===== src/rtl/pgate_pkg.sv =====
package pgate_pkg;
  // Bit positions inside each module's control word (stub word 0)
  localparam int unsigned CTRL_RUN_BIT   = 0;
  localparam int unsigned CTRL_ISTOP_BIT = 1;

  typedef enum logic [1:0] {
    ACC_NONE     = 2'd0,
    ACC_MOD      = 2'd1,
    ACC_DISREG   = 2'd2,
    ACC_UNMAPPED = 2'd3
  } acc_kind_e;
endpackage


===== src/rtl/pgate_decode.sv =====
module pgate_decode
  import pgate_pkg::*;
#(
  parameter int unsigned N_MOD  = 4,
  parameter int unsigned SEL_W  = 3,
  parameter int unsigned REG_W  = 1,
  parameter int unsigned ADDR_W = SEL_W + REG_W
) (
  input  logic              bus_valid,
  input  logic [ADDR_W-1:0] bus_addr,
  output acc_kind_e         acc_kind,
  output logic [N_MOD-1:0]  mod_hit,
  output logic [REG_W-1:0]  word_idx
);
  logic [SEL_W-1:0] sel;

  assign sel      = bus_addr[ADDR_W-1:REG_W];
  assign word_idx = bus_addr[REG_W-1:0];

  for (genvar i = 0; i < N_MOD; i++) begin : g_hit
    assign mod_hit[i] = bus_valid && (sel == SEL_W'(i));
  end

  always_comb begin
    if (!bus_valid) begin
      acc_kind = ACC_NONE;
    end else if (sel < SEL_W'(N_MOD)) begin
      acc_kind = ACC_MOD;
    end else if ((sel == SEL_W'(N_MOD)) && (word_idx == '0)) begin
      acc_kind = ACC_DISREG;
    end else begin
      acc_kind = ACC_UNMAPPED;
    end
  end
endmodule


===== src/rtl/pgate_stub.sv =====
module pgate_stub
  import pgate_pkg::*;
#(
  parameter int unsigned DATA_W  = 16,
  parameter int unsigned REGS    = 2,
  parameter int unsigned REG_W   = 1,
  parameter bit          HAS_RUN = 1'b1
) (
  input  logic                   clk,
  input  logic                   rst_n,
  input  logic                   dis,
  input  logic                   wr_hit,
  input  logic [REG_W-1:0]       word_idx,
  input  logic [DATA_W-1:0]      wdata,
  output logic [DATA_W-1:0]      rd_word,
  output logic                   run_bit,
  output logic                   istop_bit,
  output logic [REGS*DATA_W-1:0] regs_flat
);
  logic [DATA_W-1:0] regs_q [REGS];
  logic [DATA_W-1:0] regs_d [REGS];
  logic              upd;

  assign upd = dis | wr_hit;

  always_comb begin
    for (int r = 0; r < REGS; r++) begin
      regs_d[r] = regs_q[r];
      if (dis) begin
        regs_d[r] = '0;
      end else if (wr_hit && (word_idx == REG_W'(r))) begin
        regs_d[r] = wdata;
      end
    end
    if (!HAS_RUN) begin
      regs_d[0][CTRL_RUN_BIT] = 1'b0;
    end
  end

  always_ff @(posedge clk or negedge rst_n) begin
    if (!rst_n) begin
      for (int r = 0; r < REGS; r++) regs_q[r] <= '0;
    end else if (upd) begin
      for (int r = 0; r < REGS; r++) regs_q[r] <= regs_d[r];
    end
  end

  always_comb begin
    rd_word = '0;
    for (int r = 0; r < REGS; r++) begin
      if (word_idx == REG_W'(r)) rd_word = regs_q[r];
    end
  end

  for (genvar r = 0; r < REGS; r++) begin : g_flat
    assign regs_flat[r*DATA_W +: DATA_W] = regs_q[r];
  end

  if (HAS_RUN) begin : g_run
    assign run_bit = regs_q[0][CTRL_RUN_BIT];
  end else begin : g_norun
    assign run_bit = 1'b1;
  end
  assign istop_bit = regs_q[0][CTRL_ISTOP_BIT];
endmodule


===== src/rtl/pgate_gate.sv =====
module pgate_gate #(
  parameter int unsigned N_MOD = 4
) (
  input  logic             idle,
  input  logic [N_MOD-1:0] dis,
  input  logic [N_MOD-1:0] run_bits,
  input  logic [N_MOD-1:0] istop_bits,
  output logic [N_MOD-1:0] clk_en,
  output logic [N_MOD-1:0] run_en,
  output logic [N_MOD-1:0] reg_acc_en
);
  for (genvar i = 0; i < N_MOD; i++) begin : g_mod
    logic idle_halt;
    assign idle_halt     = idle & istop_bits[i];
    assign clk_en[i]     = ~dis[i] & ~idle_halt;
    assign run_en[i]     = clk_en[i] & run_bits[i];
    assign reg_acc_en[i] = ~dis[i];
  end
endmodule


===== src/rtl/pgate_ctrl.sv =====
module pgate_ctrl
  import pgate_pkg::*;
#(
  parameter int unsigned     N_MOD   = 4,
  parameter int unsigned     DATA_W  = 16,
  parameter int unsigned     REGS    = 2,
  parameter logic [N_MOD-1:0] HAS_RUN = {1'b0, {(N_MOD-1){1'b1}}},
  localparam int unsigned    SEL_W   = $clog2(N_MOD + 1),
  localparam int unsigned    REG_W   = (REGS > 1) ? $clog2(REGS) : 1,
  localparam int unsigned    ADDR_W  = SEL_W + REG_W
) (
  input  logic              clk,
  input  logic              rst_n,
  input  logic              idle,
  input  logic              bus_valid,
  input  logic              bus_write,
  input  logic [ADDR_W-1:0] bus_addr,
  input  logic [DATA_W-1:0] bus_wdata,
  output logic              bus_rvalid,
  output logic [DATA_W-1:0] bus_rdata,
  output logic [N_MOD-1:0]  clk_en,
  output logic [N_MOD-1:0]  run_en,
  output logic [N_MOD-1:0]  reg_acc_en
);
  // Reset: asserted asynchronously, released on the clock
  logic [1:0] rs_q;
  logic       rst_sync_n;

  always_ff @(posedge clk or negedge rst_n) begin
    if (!rst_n) rs_q <= 2'b00;
    else        rs_q <= {rs_q[0], 1'b1};
  end
  assign rst_sync_n = rs_q[1];

  // Address decode
  acc_kind_e          acc_kind;
  logic [N_MOD-1:0]   mod_hit;
  logic [REG_W-1:0]   word_idx;
  logic [SEL_W-1:0]   bus_sel;

  assign bus_sel = bus_addr[ADDR_W-1:REG_W];

  pgate_decode #(
    .N_MOD(N_MOD), .SEL_W(SEL_W), .REG_W(REG_W), .ADDR_W(ADDR_W)
  ) u_decode (
    .bus_valid(bus_valid),
    .bus_addr (bus_addr),
    .acc_kind (acc_kind),
    .mod_hit  (mod_hit),
    .word_idx (word_idx)
  );

  // Central disable register
  logic [N_MOD-1:0] dis_q, dis_d;
  logic             dis_upd;

  assign dis_upd = (acc_kind == ACC_DISREG) && bus_write;

  always_comb begin
    dis_d = dis_q;
    if (dis_upd) dis_d = bus_wdata[N_MOD-1:0];
  end

  always_ff @(posedge clk or negedge rst_sync_n) begin
    if (!rst_sync_n)  dis_q <= '0;
    else if (dis_upd) dis_q <= dis_d;
  end

  // Per-module stub registers
  logic [DATA_W-1:0]      stub_rd   [N_MOD];
  logic [REGS*DATA_W-1:0] stub_flat [N_MOD];
  logic [N_MOD-1:0]       run_bits;
  logic [N_MOD-1:0]       istop_bits;
  logic [N_MOD-1:0]       wr_hit;

  for (genvar i = 0; i < N_MOD; i++) begin : g_stub
    assign wr_hit[i] = (acc_kind == ACC_MOD) && bus_write && mod_hit[i] && !dis_q[i];

    pgate_stub #(
      .DATA_W(DATA_W), .REGS(REGS), .REG_W(REG_W), .HAS_RUN(HAS_RUN[i])
    ) u_stub (
      .clk      (clk),
      .rst_n    (rst_sync_n),
      .dis      (dis_q[i]),
      .wr_hit   (wr_hit[i]),
      .word_idx (word_idx),
      .wdata    (bus_wdata),
      .rd_word  (stub_rd[i]),
      .run_bit  (run_bits[i]),
      .istop_bit(istop_bits[i]),
      .regs_flat(stub_flat[i])
    );
  end

  // Enable generation
  pgate_gate #(.N_MOD(N_MOD)) u_gate (
    .idle      (idle),
    .dis       (dis_q),
    .run_bits  (run_bits),
    .istop_bits(istop_bits),
    .clk_en    (clk_en),
    .run_en    (run_en),
    .reg_acc_en(reg_acc_en)
  );

  // Read path: filtered, one registered response per read
  logic [DATA_W-1:0] mod_rd;
  logic              mod_dis;
  logic [DATA_W-1:0] rdata_d, rdata_q;
  logic              rd_req;
  logic              rvalid_q;

  assign rd_req = bus_valid && !bus_write;

  always_comb begin
    mod_rd  = '0;
    mod_dis = 1'b0;
    for (int i = 0; i < N_MOD; i++) begin
      if (mod_hit[i]) begin
        mod_rd  = mod_rd | stub_rd[i];
        mod_dis = mod_dis | dis_q[i];
      end
    end
  end

  always_comb begin
    unique case (acc_kind)
      ACC_MOD:    rdata_d = mod_dis ? '0 : mod_rd;
      ACC_DISREG: rdata_d = DATA_W'(dis_q);
      default:    rdata_d = '0;
    endcase
  end

  always_ff @(posedge clk or negedge rst_sync_n) begin
    if (!rst_sync_n) rvalid_q <= 1'b0;
    else             rvalid_q <= rd_req;
  end

  always_ff @(posedge clk or negedge rst_sync_n) begin
    if (!rst_sync_n) rdata_q <= '0;
    else if (rd_req) rdata_q <= rdata_d;
  end

  assign bus_rvalid = rvalid_q;
  assign bus_rdata  = rvalid_q ? rdata_q : '0;
endmodule


===== config.mk =====
export PLATFORM = sky130hd
export DESIGN_NAME = pgate_ctrl
export DESIGN_NICKNAME = d
export VERILOG_FILES = /design/src/rtl/pgate_pkg.sv /design/src/rtl/pgate_decode.sv /design/src/rtl/pgate_stub.sv /design/src/rtl/pgate_gate.sv /design/src/rtl/pgate_ctrl.sv
export SDC_FILE = /design/constraint.sdc
export NUM_CORES = 1
export LEC_CHECK = 0
export BUFFER_PORTS_ARGS = -buffer_cell sky130_fd_sc_hd__buf_2
export CAP_MARGIN = 20
export CORE_UTILIZATION = 54
export DETAILED_ROUTE_END_ITERATION = 10
export PLACE_DENSITY = 0.73
export SYNTH_ARGS = -nofsm -noshare
export SYNTH_HDL_FRONTEND = slang
export SYNTH_SLANG_ARGS = --single-unit

===== constraint.sdc =====
create_clock -name clk -period 4.7 [get_ports clk]
set_input_delay 0 -clock clk [delete_from_list [all_inputs] [get_ports clk]]
set_output_delay 0 -clock clk [all_outputs]
set_load 0.02 [all_outputs]

==> results of run 1 <==
-- power by group --
group | switching [mW] | total, mW | internal (mW)
clock network | 0.505 | 1.46 | 0.951
registers | 0.0445 | 1.36 | 1.31
logic | 0.226 | 0.319 | 0.0924
total | 0.776 | 3.13 | 2.36
-- worst max-delay path, cell delays in order (launching register included) --
cell,delay [ns]
dfrtp_1,0.52
mux2i_1,0.21
o22ai_1,0.10
or4_1,0.71
o221ai_1,0.34
-- stage by stage --
stage                     hold WS, ns  power [mW]  setup WS (ns)
final                           0.113        3.13           2.71
after global routing            0.152        3.23           2.54
after CTS                      0.0849        3.13           2.61
after detailed placement       -0.211        1.68           2.15
after global placement         -0.216        1.65           2.17
after floorplan                -0.296        1.57          0.211
-- worst min path at each step --
stage	depth (start not counted)	end	slack, ns
floorplan	0	rs_q[0]	-0.30
global placement	1	rs_q[0]	-0.22
detailed placement	1	rs_q[0]	-0.21
CTS	4	rdata_q[3]	0.08
global route	3	dis_q[2]	0.15
finish	4	rdata_q[1]	0.11
-- synth_stat cells, drive strengths merged (2+ instances only) --
library cell,n
a21oi,4
inv,6
nand2b,2
o221ai,4
mux2i,64
nand2,25
nand4bb,2
a22o,127
nor3,8
o21ai,16
nand4b,2
dfrtp,150
o22ai,32
and2,19
clkbuf,17
nor2,33
buf,41
-- cell families (layout without fill, tap and decap cells) --
group | after synthesis | after routing | synth area share
mux | 64 | 64 | 0.0956
other cells | 1 | 1 | 0.000560
simple gates | 95 | 95 | 0.0790
buf+inv | 64 | 120 | 0.0474
compound gates | 184 | 184 | 0.217
flops | 150 | 150 | 0.560
-- layer usage --
| layer | GRT usage | vias to the layer above |
|---|---|---|
| met2 | 0.425 | 207 |
| met3 | 0.0627 | 32 |
| met1 | 0.395 | 2483 |
| met4 | 0.128 | 0 |
| li1 | - | 2168 |
| met5 | 0 | - |
-- layout make-up --
class | count | area, um^2 | area share
inverter | 6 | 22.5 | 0.00287
clock buffer | 22 | 494 | 0.0630
tap | 168 | 210 | 0.0268
sequential | 150 | 3760 | 0.479
timing repair buffer | 84 | 583 | 0.0743
clock inverter | 8 | 145 | 0.0185
multi-input combinational | 344 | 2630 | 0.335
-- flip-flops by register name (all words and copies together), names as in the netlist --
name                     flops
rs_q                         2
g_stub.u_stub.regs_flat    123
bus_rvalid                   1
rdata_q                     16
dis_q                        4
g_stub.u_stub.istop_bit      4
-- what timing repair did --
item	in CTS	in global routing
endpoints found under the hold margin	131	0
endpoints found under the setup margin	0	0
hold buffers	18	0
==> impl_metrics.py, run 1 <==
metrics = {
    "place": {
        "dp_cells": 730,
        "dpl_cell_area_um2": 6980,
        "place_congestion": 0.866,
        "io_buffers": 53,
        "dp_hpwl_mm": 10.7,
    },
    "route": {
        "drc": 0,
        "wl_met2_mm": 7.90,
        "ant_nets": 0,
        "via_per_inst": 6.25,
        "drt-total-wl_mm": 16.7,
        "drt_iter0_markers": 368,
        "firstDrtPassIters": 5,
        "vias": 4890,
        "wl_met1_mm": 7.33,
        "wl_met3_mm": 1.10,
        "top_layer": "met4",
        "wl_per_cell_um": 21.3,
    },
    "sta": {
        "clock_skew_ns": 0.00679,
        "min_period_over_period": 0.424,
        "period_minus_slack_ns": 1.99,
        "rsz0062_at_grt": "false",
        "worst_pin_slew_ns": 1.06,
        "drv_slew": 0,
        "fmax_ghz": 0.501,
        "setup-tns-final_ns": 0,
        "setup_viol": 0,
        "hold_viol": 0,
        "maxSlewHeadroom": 0.288,
    },
    "yosys": {
        "syn_inst": 558,
        "ys_types": 31,
        "syn_area_per_cell_um2": 12.0,
        "synthArstFlopShare": 1.00,
        "synth_edf_count": 0,
        "yosysWarnings": 0,
        "synth-seq-cells": 150,
        "synth.cell_area_um2": 6700,
        "synth_largest_area_cell": "dfrtp_1",
        "ys.flop_type": "dfrtp_1",
        "ys_seq_area_frac": 0.560,
        "synth_top_area_share": 0.560,
        "ys_top_cells_by_area": "dfrtp_1, a22o_1, mux2i_1",
        "synth_nets": 583,
    },
    "cells_and_area": {
        "final_common_cell": "dfrtp_1",
        "mostFrequentLayoutCells": "dfrtp_1, a22o_1, mux2i_1",
        "final.fill_count": 891,
        "utilization": 0.650,
        "finalInstanceArea_um2": 7840,
        "drive_gt1_frac": 0.179,
        "synthToLayoutAreaGrowth_pct": 17.0,
        "antenna_cells": 0,
        "final_nets": 628,
        "fin_cells": 782,
    },
    "power": {
        "vdd_ir_drop_max_uv": 213,
        "power_density_nw_per_um2": 400,
        "p_leak_nw": 3.74,
    },
    "floorplan": {
        "die_y_um": 113,
        "die-area_um2": 12900,
        "rows": 40,
        "core_area_um2": 12100,
        "start_util": 0.556,
        "io_pins": 54,
        "die_x_um": 113,
    },
    "clock_tree": {
        "cts_resized": 0,
        "cts_tree": "yes",
        "cts_sinks": 150,
        "path_clk_slew_ns": 0.06,
        "root_buffer": "clkbuf_16",
        "post-cts-setup-buffers": 0,
        "clk_path_buf_depth": 2,
        "htree_levels": 4,
        "worstSkewPairLatency_ns": 0.42,
        "cts_buffers": 17,
    },
    "critical_path": {
        "regToRegEndpoint": "rdata_q[3]",
        "r2r-start": "dis_q[0]",
        "setup.worst_path.start": "dis_q[0]",
        "cp_max_fo": 16,
        "r2r_cells": 4,
        "cp.required_ns": 5.01,
        "crit_end": "rdata_q[3]",
        "endpoint_kind": "flop",
        "rrSetupSlack_ns": 2.71,
        "worst-setup-path-type": "flop to flop",
        "arrival_ns": 2.31,
        "cp-start-kind": "flop",
    },
    "hold_path": {
        "hold_class": "input pin to flop",
        "min_from": "bus_addr[2]",
    },
    "grt": {
        "overflow": 0,
        "grt_pass1_wl_mm": 27.1,
        "grt_pass1_vias": 4889,
        "grt_use_total": 0.282,
        "antenna_found_initial": 0,
        "grt_max_degree": 70,
    },
    "run": {
        "max_cap_viol_count": 0,
    },
    "outcome": {
        "outcome": "finished, final reports clean",
    },
}
(Power assumes the default switching activity.)
==> run 2, diff against run 1 <==
Settings changed: ABC_AREA from default to 1, CORE_UTILIZATION 54 to 60, PLACE_DENSITY 0.73 to 0.76.
Clock period 4.7 ns to 2.04 ns, I/O delays scaled along.
==> impl_metrics.py, run 2 <==
metrics = {
    "cells_and_area": {
        "largest_reg_flops": 123,
        "final_common_cell": "nand2_1",
        "final_nets": 1071,
        "synthToLayoutAreaGrowth_pct": 14.0,
        "antenna_cells": 0,
        "drive_gt1_frac": 0.119,
        "finalInstanceArea_um2": 8500,
        "mostFrequentLayoutCells": "nand2_1, dfrtp_1, o21ai_0",
        "fin_cells": 1227,
    },
    "place": {
        "dpl_cell_area_um2": 7900,
        "dp_cells": 1187,
        "pre_cts_slack_ns": 0.311,
        "dp_hpwl_mm": 14.1,
        "io_buffers": 53,
        "place_congestion": 0.922,
    },
    "critical_path": {
        "slowest_delay_ns": 0.62,
        "worst-setup-path-type": "input pin to flop",
        "cp_cell_sequence": "dlygate4sd3_1, buf_2, nand2_4, nor2_4, inv_2, nor3_4, nor2_1, inv_1, o21ai_0",
        "slowest_stage": "nor2_1",
        "cp_max_fo": 11,
        "cp.required_ns": 2.37,
        "arrival_ns": 2.29,
        "rrSetupSlack_ns": 0.28,
        "endpoint_kind": "flop",
        "setup.worst_path.start": "bus_valid",
        "r2r_cells": 3,
        "r2r-start": "dis_q[2]",
        "regToRegEndpoint": "g_stub[2].u_stub.regs_flat[10]",
        "cp-start-kind": "input pin",
    },
    "yosys": {
        "synth_largest_area_cell": "dfrtp_1",
        "syn_area_per_cell_um2": 7.52,
        "ys_top_cells_by_area": "dfrtp_1, nand2_1, o21ai_0",
        "synth-seq-cells": 150,
        "ys_seq_area_frac": 0.504,
        "synth_top_area_share": 0.504,
        "yosysWarnings": 0,
        "ys_top_cells_by_count": "nand2_1, dfrtp_1, o21ai_0",
        "synthArstFlopShare": 1.00,
        "syn_inst": 991,
        "ys.flop_type": "dfrtp_1",
        "yosysMostFrequentCell": "nand2_1",
        "synth_nets": 1016,
        "synth_edf_count": 0,
        "synth.cell_area_um2": 7450,
        "ys_types": 32,
    },
    "hold_path": {
        "min_path_cells": 3,
        "min_from": "bus_wdata[1]",
        "hold_class": "input pin to flop",
        "hold_end": "g_stub[3].u_stub.istop_bit",
    },
    "sta": {
        "maxSlewHeadroom": 0.456,
        "worst_pin_slew_ns": 0.813,
        "setup-tns-final_ns": 0,
        "clock_skew_ns": 0.00572,
        "rsz0062_at_grt": "false",
        "period_minus_slack_ns": 1.95,
        "min_period_over_period": 0.957,
        "hold_viol": 0,
        "fmax_ghz": 0.512,
        "drv_slew": 0,
        "setup_viol": 0,
        "timing.final.ws_setup_ns": 0.0869,
    },
    "clock_tree": {
        "cts_sinks": 150,
        "worstSkewPairLatency_ns": 0.44,
        "cts_resized": 0,
        "cts_buffers": 17,
        "htree_levels": 4,
        "clk_path_buf_depth": 2,
        "cts_tree": "yes",
        "path_clk_slew_ns": 0.06,
        "root_buffer": "clkbuf_16",
        "post-cts-setup-buffers": 0,
        "hold_buffers": 8,
    },
    "power": {
        "power_density_nw_per_um2": 972,
        "p_sw_mw": 2.60,
        "p_leak_nw": 4.50,
        "finalPower_mw": 8.26,
        "seq_power_share": 0.457,
        "clkPwrFrac": 0.340,
        "pwr-share-comb": 0.204,
        "switching_share": 0.315,
        "vdd_ir_drop_max_uv": 620,
        "internal_power_mw": 5.66,
    },
    "floorplan": {
        "core_area_um2": 12100,
        "start_util": 0.618,
        "io_pins": 54,
        "rows": 40,
        "die_x_um": 113,
        "die_y_um": 113,
        "die-area_um2": 12900,
    },
    "route": {
        "via_per_inst": 5.44,
        "drc": 0,
        "ant_nets": 0,
        "vias": 6673,
        "drt_iter0_markers": 565,
        "drt-total-wl_mm": 20.8,
        "firstDrtPassIters": 8,
        "wl_per_cell_um": 17.0,
    },
    "grt": {
        "grt_max_degree": 83,
        "antenna_found_initial": 0,
        "overflow": 0,
        "grt_pass1_wl_mm": 33.2,
        "grt_use_total": 0.352,
        "grt_pass1_vias": 6296,
    },
    "run": {
        "max_cap_viol_count": 0,
    },
    "outcome": {
        "outcome": "finished, final reports clean",
    },
}
-- run 2: logic make-up (layout without fill, tap and decap cells) --
group           after synthesis  count (layout)  synth area share
buf+inv                     164             232            0.0932
compound gates              169             169             0.124
other cells                   1               1          0.000503
mux                           1               1           0.00134
flops                       150             150             0.504
simple gates                506             506             0.277
-- run 2: final cells by class --
| cell class | instances | area [um^2] |
|---|---|---|
| Clock inverter | 4 | 20.0 |
| Sequential cell | 150 | 3760 |
| Tap cell | 168 | 210 |
| Inverter | 115 | 434 |
| Multi-Input combinational cell | 677 | 3000 |
| Clock buffer | 28 | 497 |
| Fill cell | 1002 | 3560 |
| Timing Repair Buffer | 85 | 576 |
-- run 2: worst max-delay path: cells and delay by family --
| family | cells | cell delay [ns] |
|---|---|---|
| buf+inv | 4 | 1.11 |
| simple gates | 4 | 0.86 |
| compound gates | 1 | 0.31 |
-- run 2: through the flow --
stage | util | hold slack [ns]
after floorplan | - | -0.296
after global placement | 0.655 | -0.214
after detailed placement | 0.655 | -0.213
after CTS | 0.704 | 0.0180
after global routing | 0.704 | 0.0155
final | 0.704 | 0.0227
-- run 2: power by group through the flow --
stage	clock network (mW)	logic [mW]	registers [mW]
after global placement	0	1.61	3.79
after CTS	2.81	1.67	3.77
final	2.81	1.68	3.77
after global routing	2.93	1.89	3.83
after floorplan	0	1.17	3.77
after detailed placement	0	1.64	3.81
-- run 2: worst max-delay path by stage --
stage	to
6_report	g_stub[2].u_stub.regs_flat[10]
5_1_grt	g_stub[2].u_stub.regs_flat[10]
4_1_cts	g_stub[2].u_stub.regs_flat[10]
3_5_place_dp	g_stub[2].u_stub.regs_flat[9]
3_3_place_gp	g_stub[2].u_stub.regs_flat[12]
2_1_floorplan	bus_rvalid
-- run 2: per-layer routing --
layer  GRT usage  vias to the layer above  part of all wire
li1            -                     3183                 -
met2       0.493                      340              0.42
met1       0.511                     3093              0.44
met4       0.189                        0             0.047
met5           0                        -                 0
met3      0.0797                       57             0.094
